File: config.mk
export PLATFORM = sky130hd
export DESIGN_NAME = ext_irq_latch
export DESIGN_NICKNAME = d
export VERILOG_FILES = /design/src/rtl/irq_latch_pkg.sv /design/src/rtl/irq_sync.sv /design/src/rtl/irq_merge.sv /design/src/rtl/irq_latch_fsm.sv /design/src/rtl/ext_irq_latch.sv
export SDC_FILE = /design/constraint.sdc
export NUM_CORES = 1
export LEC_CHECK = 0
export ABC_AREA = 1
export BUFFER_PORTS_ARGS = -buffer_cell sky130_fd_sc_hd__buf_2
export CORE_MARGIN = 1.5
export CORE_UTILIZATION = 35
export CTS_CLUSTER_SIZE = 40
export DETAILED_ROUTE_END_ITERATION = 8
export GPL_TIMING_DRIVEN = 0
export PLACE_DENSITY = 0.66
export SYNTH_ARGS = -nofsm -noshare
export SYNTH_HDL_FRONTEND = slang
export SYNTH_HIERARCHICAL = 1
export SYNTH_SLANG_ARGS = --single-unit
File: constraint.sdc
create_clock -name clk -period 1.4 [get_ports clk]
set_input_delay 0.21 -clock clk [delete_from_list [all_inputs] [get_ports clk]]
set_output_delay 0.21 -clock clk [all_outputs]
set_load 0.005 [all_outputs]
File: src/rtl/irq_latch_pkg.sv
package irq_latch_pkg;
    typedef enum logic [1:0] {
        ST_WARM = 2'd0,
        ST_IDLE = 2'd1,
        ST_PEND = 2'd2
    } latch_state_t;
endpackage

File: src/rtl/irq_sync.sv
module irq_sync #(
    parameter int          W       = 1,
    parameter int          STAGES  = 2,
    parameter logic [W-1:0] RST_VAL = '0
) (
    input  logic         clk,
    input  logic         rst_n,
    input  logic [W-1:0] din,
    output logic [W-1:0] dout
);
    logic [W-1:0] chain [STAGES];

    genvar i;
    for (i = 0; i < STAGES; i++) begin : g_stage
        if (i == 0) begin : g_first
            always_ff @(posedge clk or negedge rst_n) begin
                if (!rst_n) chain[i] <= RST_VAL;
                else        chain[i] <= din;
            end
        end else begin : g_next
            always_ff @(posedge clk or negedge rst_n) begin
                if (!rst_n) chain[i] <= RST_VAL;
                else        chain[i] <= chain[i-1];
            end
        end
    end

    assign dout = chain[STAGES-1];
endmodule

File: src/rtl/irq_merge.sv
module irq_merge #(
    parameter int PORT_W = 4
) (
    input  logic              line_n,
    input  logic [PORT_W-1:0] port_s,
    input  logic              port_allow,
    output logic              act
);
    logic port_act;

    always_comb begin
        port_act = port_allow & (|port_s);
        act      = ~line_n | port_act;
    end
endmodule

File: src/rtl/irq_latch_fsm.sv
module irq_latch_fsm
    import irq_latch_pkg::*;
#(
    parameter int SYNC_STAGES = 2
) (
    input  logic clk,
    input  logic rst_n,
    input  logic act,
    input  logic lvl_mode,
    input  logic ack,
    output logic pending
);
    localparam int CW = $clog2(SYNC_STAGES + 1);
    localparam logic [CW-1:0] WARM_LAST = CW'(SYNC_STAGES);

    latch_state_t  state, nxt;
    logic [CW-1:0] warm_cnt;
    logic          hist;
    logic          edge_hit;

    assign edge_hit = act & ~hist;

    always_ff @(posedge clk or negedge rst_n) begin
        if (!rst_n) begin
            state    <= ST_WARM;
            warm_cnt <= '0;
            hist     <= 1'b1;
        end else begin
            state <= nxt;
            hist  <= act;
            if (state == ST_WARM) warm_cnt <= warm_cnt + 1'b1;
        end
    end

    always_comb begin
        nxt = state;
        unique case (state)
            ST_WARM: if (warm_cnt == WARM_LAST)          nxt = ST_IDLE;
            ST_IDLE: if (edge_hit || (lvl_mode && act))  nxt = ST_PEND;
            ST_PEND: if (ack && !edge_hit)               nxt = ST_IDLE;
            default:                                      nxt = ST_WARM;
        endcase
    end

    always_comb begin
        pending = (state == ST_PEND);
    end
endmodule

File: src/rtl/ext_irq_latch.sv
module ext_irq_latch #(
    parameter int PORT_W      = 4,
    parameter int SYNC_STAGES = 2
) (
    input  logic              clk,
    input  logic              rst_n,
    input  logic              opt_level,
    input  logic              opt_port,
    input  logic              irq_n,
    input  logic [PORT_W-1:0] port_in,
    input  logic              grp_wr,
    input  logic              grp_wdata,
    input  logic              ack,
    input  logic              irq_en,
    output logic              irq_req,
    output logic              pending,
    output logic              grp_en
);
    logic              line_s_n;
    logic [PORT_W-1:0] port_s;
    logic              merged_act;
    logic              grp_q;

    always_ff @(posedge clk or negedge rst_n) begin
        if (!rst_n)      grp_q <= 1'b0;
        else if (grp_wr) grp_q <= grp_wdata;
    end

    irq_sync #(.W(1), .STAGES(SYNC_STAGES), .RST_VAL(1'b1)) u_sync_line (
        .clk(clk), .rst_n(rst_n), .din(irq_n), .dout(line_s_n)
    );

    irq_sync #(.W(PORT_W), .STAGES(SYNC_STAGES), .RST_VAL('0)) u_sync_port (
        .clk(clk), .rst_n(rst_n), .din(port_in), .dout(port_s)
    );

    irq_merge #(.PORT_W(PORT_W)) u_merge (
        .line_n(line_s_n), .port_s(port_s),
        .port_allow(opt_port & grp_q), .act(merged_act)
    );

    irq_latch_fsm #(.SYNC_STAGES(SYNC_STAGES)) u_fsm (
        .clk(clk), .rst_n(rst_n), .act(merged_act),
        .lvl_mode(opt_level), .ack(ack), .pending(pending)
    );

    assign irq_req = pending & irq_en;
    assign grp_en  = grp_q;
endmodule

==> results.sh, run 1 <==
export IMPL_outcome="finished clean"
export IMPL_grt_pass1_wl_mm=1.28
export IMPL_switching_share_pct=28.3
export IMPL_fillers=144
export IMPL_cp_cell_sequence="inv_1 > nand2_1 > inv_1 > nand2_1 > inv_1 > buf_2"
export IMPL_cp_slowest_cell="dfrtp_1"
export IMPL_clockRootBuffer="clkbuf_4"
export IMPL_mappedNetlistArea_sq_um=578
export IMPL_clk_pin_slew_ns=0.08
export IMPL_drtIter0Drc=2
export IMPL_syn_mean_instance_area_sq_um=10.9
export IMPL_power_frac_seq_pct=55.0
export IMPL_cap_viol_max_count=0
export IMPL_antenna_cells=0
export IMPL_dieArea_sq_mm=0.00190
export IMPL_finalInstanceArea_sq_um=709
export IMPL_grtUsageTotal_pct=10.0
export IMPL_slowest_delay_ns=0.39
export IMPL_final_cell_mix="buf_2, nand2_1, dfrtp_1"
export IMPL_synth_fp_nets=67
export IMPL_max_slew_margin_pct=78.5
export IMPL_clk_path_buf_depth=2
export IMPL_cp_start_kind="flop"
export IMPL_r2r_cells=9
export IMPL_crit_top_cell="inv_1"
export IMPL_required_ns=1.19
export IMPL_crit_arrival_ns=1.06
export IMPL_clk_insertion_delay_late_ns=0.28
export IMPL_core_area_sq_mm=0.00152
export IMPL_drc_errors=0
export IMPL_final_antenna_net_count=0
export IMPL_grt_max_degree=17
export IMPL_vias=370
export IMPL_worst_pin_slew_ns=0.323
export IMPL_yosys_warnings=6
export IMPL_netlist_instances=53
export IMPL_ys_types=11
export IMPL_ys_seq_area_share_pct=69.9
export IMPL_r2r_end="u_fsm/state[1]"
export IMPL_p_per_area_mw_per_mm2=1510
export IMPL_placed_cell_area_sq_um=673
export IMPL_vdd_drop_max_v=0.000535
export IMPL_cts_buffers=3
export IMPL_final_util_pct=46.6
export IMPL_r2r_start="u_sync_port/dout[3]"
export IMPL_cts_tree="done"
export IMPL_fin_setup_tns_ns=0
export IMPL_p_int_uw=769
export IMPL_ff2ff_setup_slack_ns=0.23
export IMPL_port_buffers=15
export IMPL_hold_ws_ns=0.0262
export IMPL_p_leak_uw=0.000393
export IMPL_cts_resized=0
export IMPL_hold_path_class="input port to flop"
export IMPL_p_switching_uw=304
export IMPL_rsz0062_at_grt="false"
export IMPL_cp_end_kind="output pin"
export IMPL_period_share_pct=90.7
export IMPL_gp_congestion=0.637
export IMPL_total_power_uw=1070
export IMPL_drive_gt1_share_pct=34.2
export IMPL_die_width_um=43.6
export IMPL_rows=14
export IMPL_htreeDepth=1
export IMPL_holdPathEnd="u_sync_line/chain[1]"
export IMPL_cp_max_fo=3
export IMPL_setup_viol=0
export IMPL_hold_buffers=1
export IMPL_nets=88
export IMPL_hold_depth=1
export IMPL_max_freq_mhz=788
export IMPL_wl_per_cell_um=7.76
export IMPL_wirelength_um=691
export IMPL_initial_core_util_pct=37.9
export IMPL_p_clk_share_pct=22.1
export IMPL_skew_ns=0.00424
export IMPL_slew_violations=0
export IMPL_final_common_cell="buf_2"
export IMPL_drt_vias_per_instance=4.16
export IMPL_dp_hpwl_um=541
export IMPL_syn_to_final_growth_pct=22.7
export IMPL_antenna_found_initial=0
export IMPL_hold_viol=0
export IMPL_grt_pass1_vias=337
export IMPL_postCtsSetupBuffers=0
export IMPL_fin_crit_ns=1.27
export IMPL_grt_ovfl_total=0
export IMPL_die_h_um=43.6
export IMPL_dr_pass1_iters=3
export IMPL_ios=16
export IMPL_hp_start="irq_n"
export IMPL_path_class="flop to output pin"
export IMPL_combPwrFrac_pct=22.9
export IMPL_cts_sinks=16
export IMPL_ys_ff_latch=16
[metal layers]
layer  global-route usage (%)  vias to the layer above  wire length, um
met3                     3.75                        5               21
met2                     13.2                        9              330
met5                        0                        -                0
met1                     11.8                      162              295
met4                     10.9                        0               42
li1                         -                      194                -
[metrics by stage]
stage,worst slack [ns],instances
2_1_floorplan,0.326,53
3_3_place_gp,0.248,84
3_5_place_dp,0.228,84
4_1_cts,0.111,89
5_1_grt,0.00919,89
6_report,0.131,89
[how the worst max path moves through the flow]
stage	cells past startpoint	to	slack, ns	start
finish	6	irq_req	0.13	u_fsm/state[0]
global route	6	irq_req	0.009	u_fsm/state[0]
CTS	6	irq_req	0.11	u_fsm/state[0]
detailed placement	9	u_fsm/state[1]	0.23	u_sync_port/dout[3]
global placement	9	u_fsm/state[1]	0.25	u_sync_port/dout[3]
floorplan	9	u_fsm/state[1]	0.33	u_sync_port/dout[3]
[cells by family after synthesis]
logic type	Yosys count	synth area share (%)
adders and majority gates	1	2.16
AOI/OAI and AO/OA	4	3.46
xor gates and xnor gates	1	1.52
buffers and inverters	12	10.4
and+or+nand+nor	19	12.6
DFF	16	69.9
[cell type report]
cell class	count	area [sq um]	share of cell area, %
Buffer	4	30.0	4.23
Timing Repair Buffer	16	85.1	12.0
Sequential cell	16	404	57.0
Clock buffer	4	26.3	3.70
Tap cell	16	20.0	2.82
Multi-Input combinational cell	25	114	16.0
Inverter	8	30.0	4.23
[sequential cells by signal, indices dropped and copies added (netlist names)]
register,cells
grp_en,1
u_sync_port/dout,4
u_sync_port/chain,4
u_sync_line/chain,1
u_fsm/state,2
u_fsm/hist,1
u_sync_line/dout,1
u_fsm/warm_cnt,2
[power groups by stage]
stage | Clock [uW] | Sequential [uW] | Combinational, uW
after floorplan | 0 | 589 | 174
after global placement | 0 | 593 | 242
after detailed placement | 0 | 599 | 248
after CTS | 250 | 590 | 251
after global routing | 273 | 602 | 298
final | 237 | 590 | 246
[critical path, delay by kind of cell (launching register included)]
| family | cells | cell delay, ns |
|---|---|---|
| DFF | 1 | 0.39 |
| buffers and inverters | 4 | 0.28 |
| and+or+nand+nor | 2 | 0.12 |
[Yosys cell counts]
master	n	area share, %
dfrtp_1	13	56
nand2_1	13	8.4
inv_1	8	5.2
nor2_1	5	3.2
buf_4	4	5.2
dfstp_2	3	14
a21oi_1	2	1.7
o21ai_0	2	1.7
ha_1	1	2.2
nand3_1	1	0.86
xor2_1	1	1.5
Power figures use the tool's default switching activity.
==> inputs of run 2 (changes only) <==
- PLACE_DENSITY: 0.66 -> 0.63
==> run 2 against run 1 <==
  * Register-to-register slack is essentially flat
  * Routed wire length grew 12%
  * Core utilization grew 1.3 points
  * Clock-buffer cell count is the same
  * Sequential power is essentially flat
  * Maximum frequency grew 0.15%
  * Non-clock buffer count grew 1
  * Critical path depth is the same
  * Total power grew 5.5%
  * Clock power grew 24%
  * Critical path type unchanged
  * Largest cell class unchanged
  * Highest routed layer is now met3
==> results.sh, run 2 (same netlist as run 1, synthesis figures left out) <==
export IMPL_outcome="finished clean"
export IMPL_clk_pin_slew_ns=0.09
export IMPL_p_clk_share_pct=26.1
export IMPL_p_switching_uw=314
export IMPL_grtUsageMet2_pct=15.3
export IMPL_required_ns=1.19
export IMPL_switching_share_pct=27.8
export IMPL_drive_gt1_share_pct=35.1
export IMPL_vdd_drop_max_v=0.000740
export IMPL_cap_viol_max_count=0
export IMPL_slew_violations=0
export IMPL_drt_vias_per_instance=4.14
export IMPL_grtUsageMet1_pct=11.2
export IMPL_die_width_um=43.6
export IMPL_cp_max_fo=3
export IMPL_hold_buffers=1
export IMPL_clk_path_buf_depth=2
export IMPL_grt_ovfl_total=0
export IMPL_cts_sinks=16
export IMPL_final_common_cell="buf_2"
export IMPL_vias=373
export IMPL_dieArea_sq_mm=0.00190
export IMPL_htreeDepth=1
export IMPL_initial_core_util_pct=37.9
export IMPL_worst_pin_slew_ns=0.335
export IMPL_p_leak_uw=0.000403
export IMPL_dp_hpwl_um=568
export IMPL_fin_crit_ns=1.27
export IMPL_core_area_sq_mm=0.00152
export IMPL_die_h_um=43.6
export IMPL_max_slew_margin_pct=77.7
export IMPL_grt_pass1_wl_mm=1.31
export IMPL_path_class="flop to output pin"
export IMPL_max_freq_mhz=789
export IMPL_drc_errors=0
export IMPL_wl_per_cell_um=8.59
export IMPL_clockRootBuffer="clkbuf_4"
export IMPL_wirelength_um=773
export IMPL_cts_resized=0
export IMPL_cp_slowest_cell="dfrtp_1"
export IMPL_hold_depth=1
export IMPL_gr_usage_met3_pct=2.50
export IMPL_period_share_pct=90.5
export IMPL_port_buffers=15
export IMPL_gp_congestion=0.691
export IMPL_p_int_uw=817
export IMPL_hold_ws_ns=0.0336
export IMPL_crit_arrival_ns=1.06
export IMPL_combPwrFrac_pct=21.9
export IMPL_clk_insertion_delay_late_ns=0.28
export IMPL_drtIter0Drc=2
export IMPL_skew_ns=0.00448
export IMPL_timing_final_ws_setup_ns=0.133
export IMPL_hold_viol=0
export IMPL_cp_end_kind="output pin"
export IMPL_dr_pass1_iters=4
export IMPL_cp_start_kind="flop"
export IMPL_postCtsSetupBuffers=0
export IMPL_hold_path_class="input port to flop"
export IMPL_rsz0062_at_grt="false"
export IMPL_cts_tree="done"
export IMPL_top_usage_layer="met2"
export IMPL_nets=89
export IMPL_r2r_cells=9
export IMPL_grtUsageTotal_pct=9.68
export IMPL_final_cell_mix="buf_2, nand2_1, dfrtp_1"
export IMPL_setup_viol=0
export IMPL_grt_max_degree=17
export IMPL_grt_pass1_vias=338
export IMPL_syn_to_final_growth_pct=26.2
export IMPL_slowest_delay_ns=0.39
export IMPL_p_per_area_mw_per_mm2=1550
export IMPL_final_cells=90
export IMPL_power_frac_seq_pct=52.0
export IMPL_place_inst=84
export IMPL_ios=16
export IMPL_final_antenna_net_count=0
export IMPL_crit_top_cell="inv_1"
export IMPL_rows=14
export IMPL_antenna_cells=0
export IMPL_cp_cell_sequence="inv_1 > nand2_1 > inv_1 > nand2_1 > inv_1 > buf_2"
export IMPL_cts_buffers=3
export IMPL_fin_setup_tns_ns=0
export IMPL_pre_cts_ws_ns=0.229
export IMPL_fillers=152
export IMPL_antenna_found_initial=0
-- run 2: final timing paths --
check	slack, ns	from	endpoint
worst max-delay path	0.13	u_fsm/state[0]	irq_req
worst min-delay path	0.03	port_in[2]	u_sync_port/chain[6]
worst max register to register	0.23	u_sync_port/dout[3]	u_fsm/state[1]
worst min register to register	0.35	u_sync_port/chain[6]	u_sync_port/dout[2]
max in group asynchronous	0.73	rst_n	u_sync_line/chain[1]
min in group asynchronous	0.37	rst_n	u_fsm/state[1]
-- run 2: power by group through the flow --
stage / clock network [uW] / logic [uW] / registers, uW
5_1_grt: 333 / 292 / 598
2_1_floorplan: 0 / 174 / 589
3_3_place_gp: 0 / 241 / 593
3_5_place_dp: 0 / 249 / 598
6_report: 295 / 248 / 589
4_1_cts: 309 / 253 / 588
-- run 2: stage by stage --
step | area, sq um | total power, uW | util (%)
final | 729 | 1130 | 47.9
after global routing | 729 | 1220 | 47.9
after CTS | 719 | 1150 | 47.2
after detailed placement | 673 | 847 | 44.2
after global placement | 673 | 834 | 44.2
after floorplan | 578 | 762 | -
-- run 2: cell type report --
cell class                      count  area (sq um)  share of cell area [%]
Tap cell                           16          20.0                    2.74
Buffer                              4          30.0                    4.12
Timing Repair Buffer               17          95.1                    13.0
Clock buffer                        4          36.3                    4.97
Sequential cell                    16           404                    55.4
Multi-Input combinational cell     25           114                    15.6
Inverter                            8          30.0                    4.12
-- run 2: critical path: cells and delay by family (launching register included) --
kind	cells	cell delay, ns
flip-flops	1	0.39
buffers and inverters	4	0.27
AND/OR/NAND/NOR	2	0.12
-- run 2: layer usage --
layer,part of all wire (%),vias up
met5,0,-
met4,0,0
met3,3.0,0
li1,-,195
met2,53,8
met1,44,170
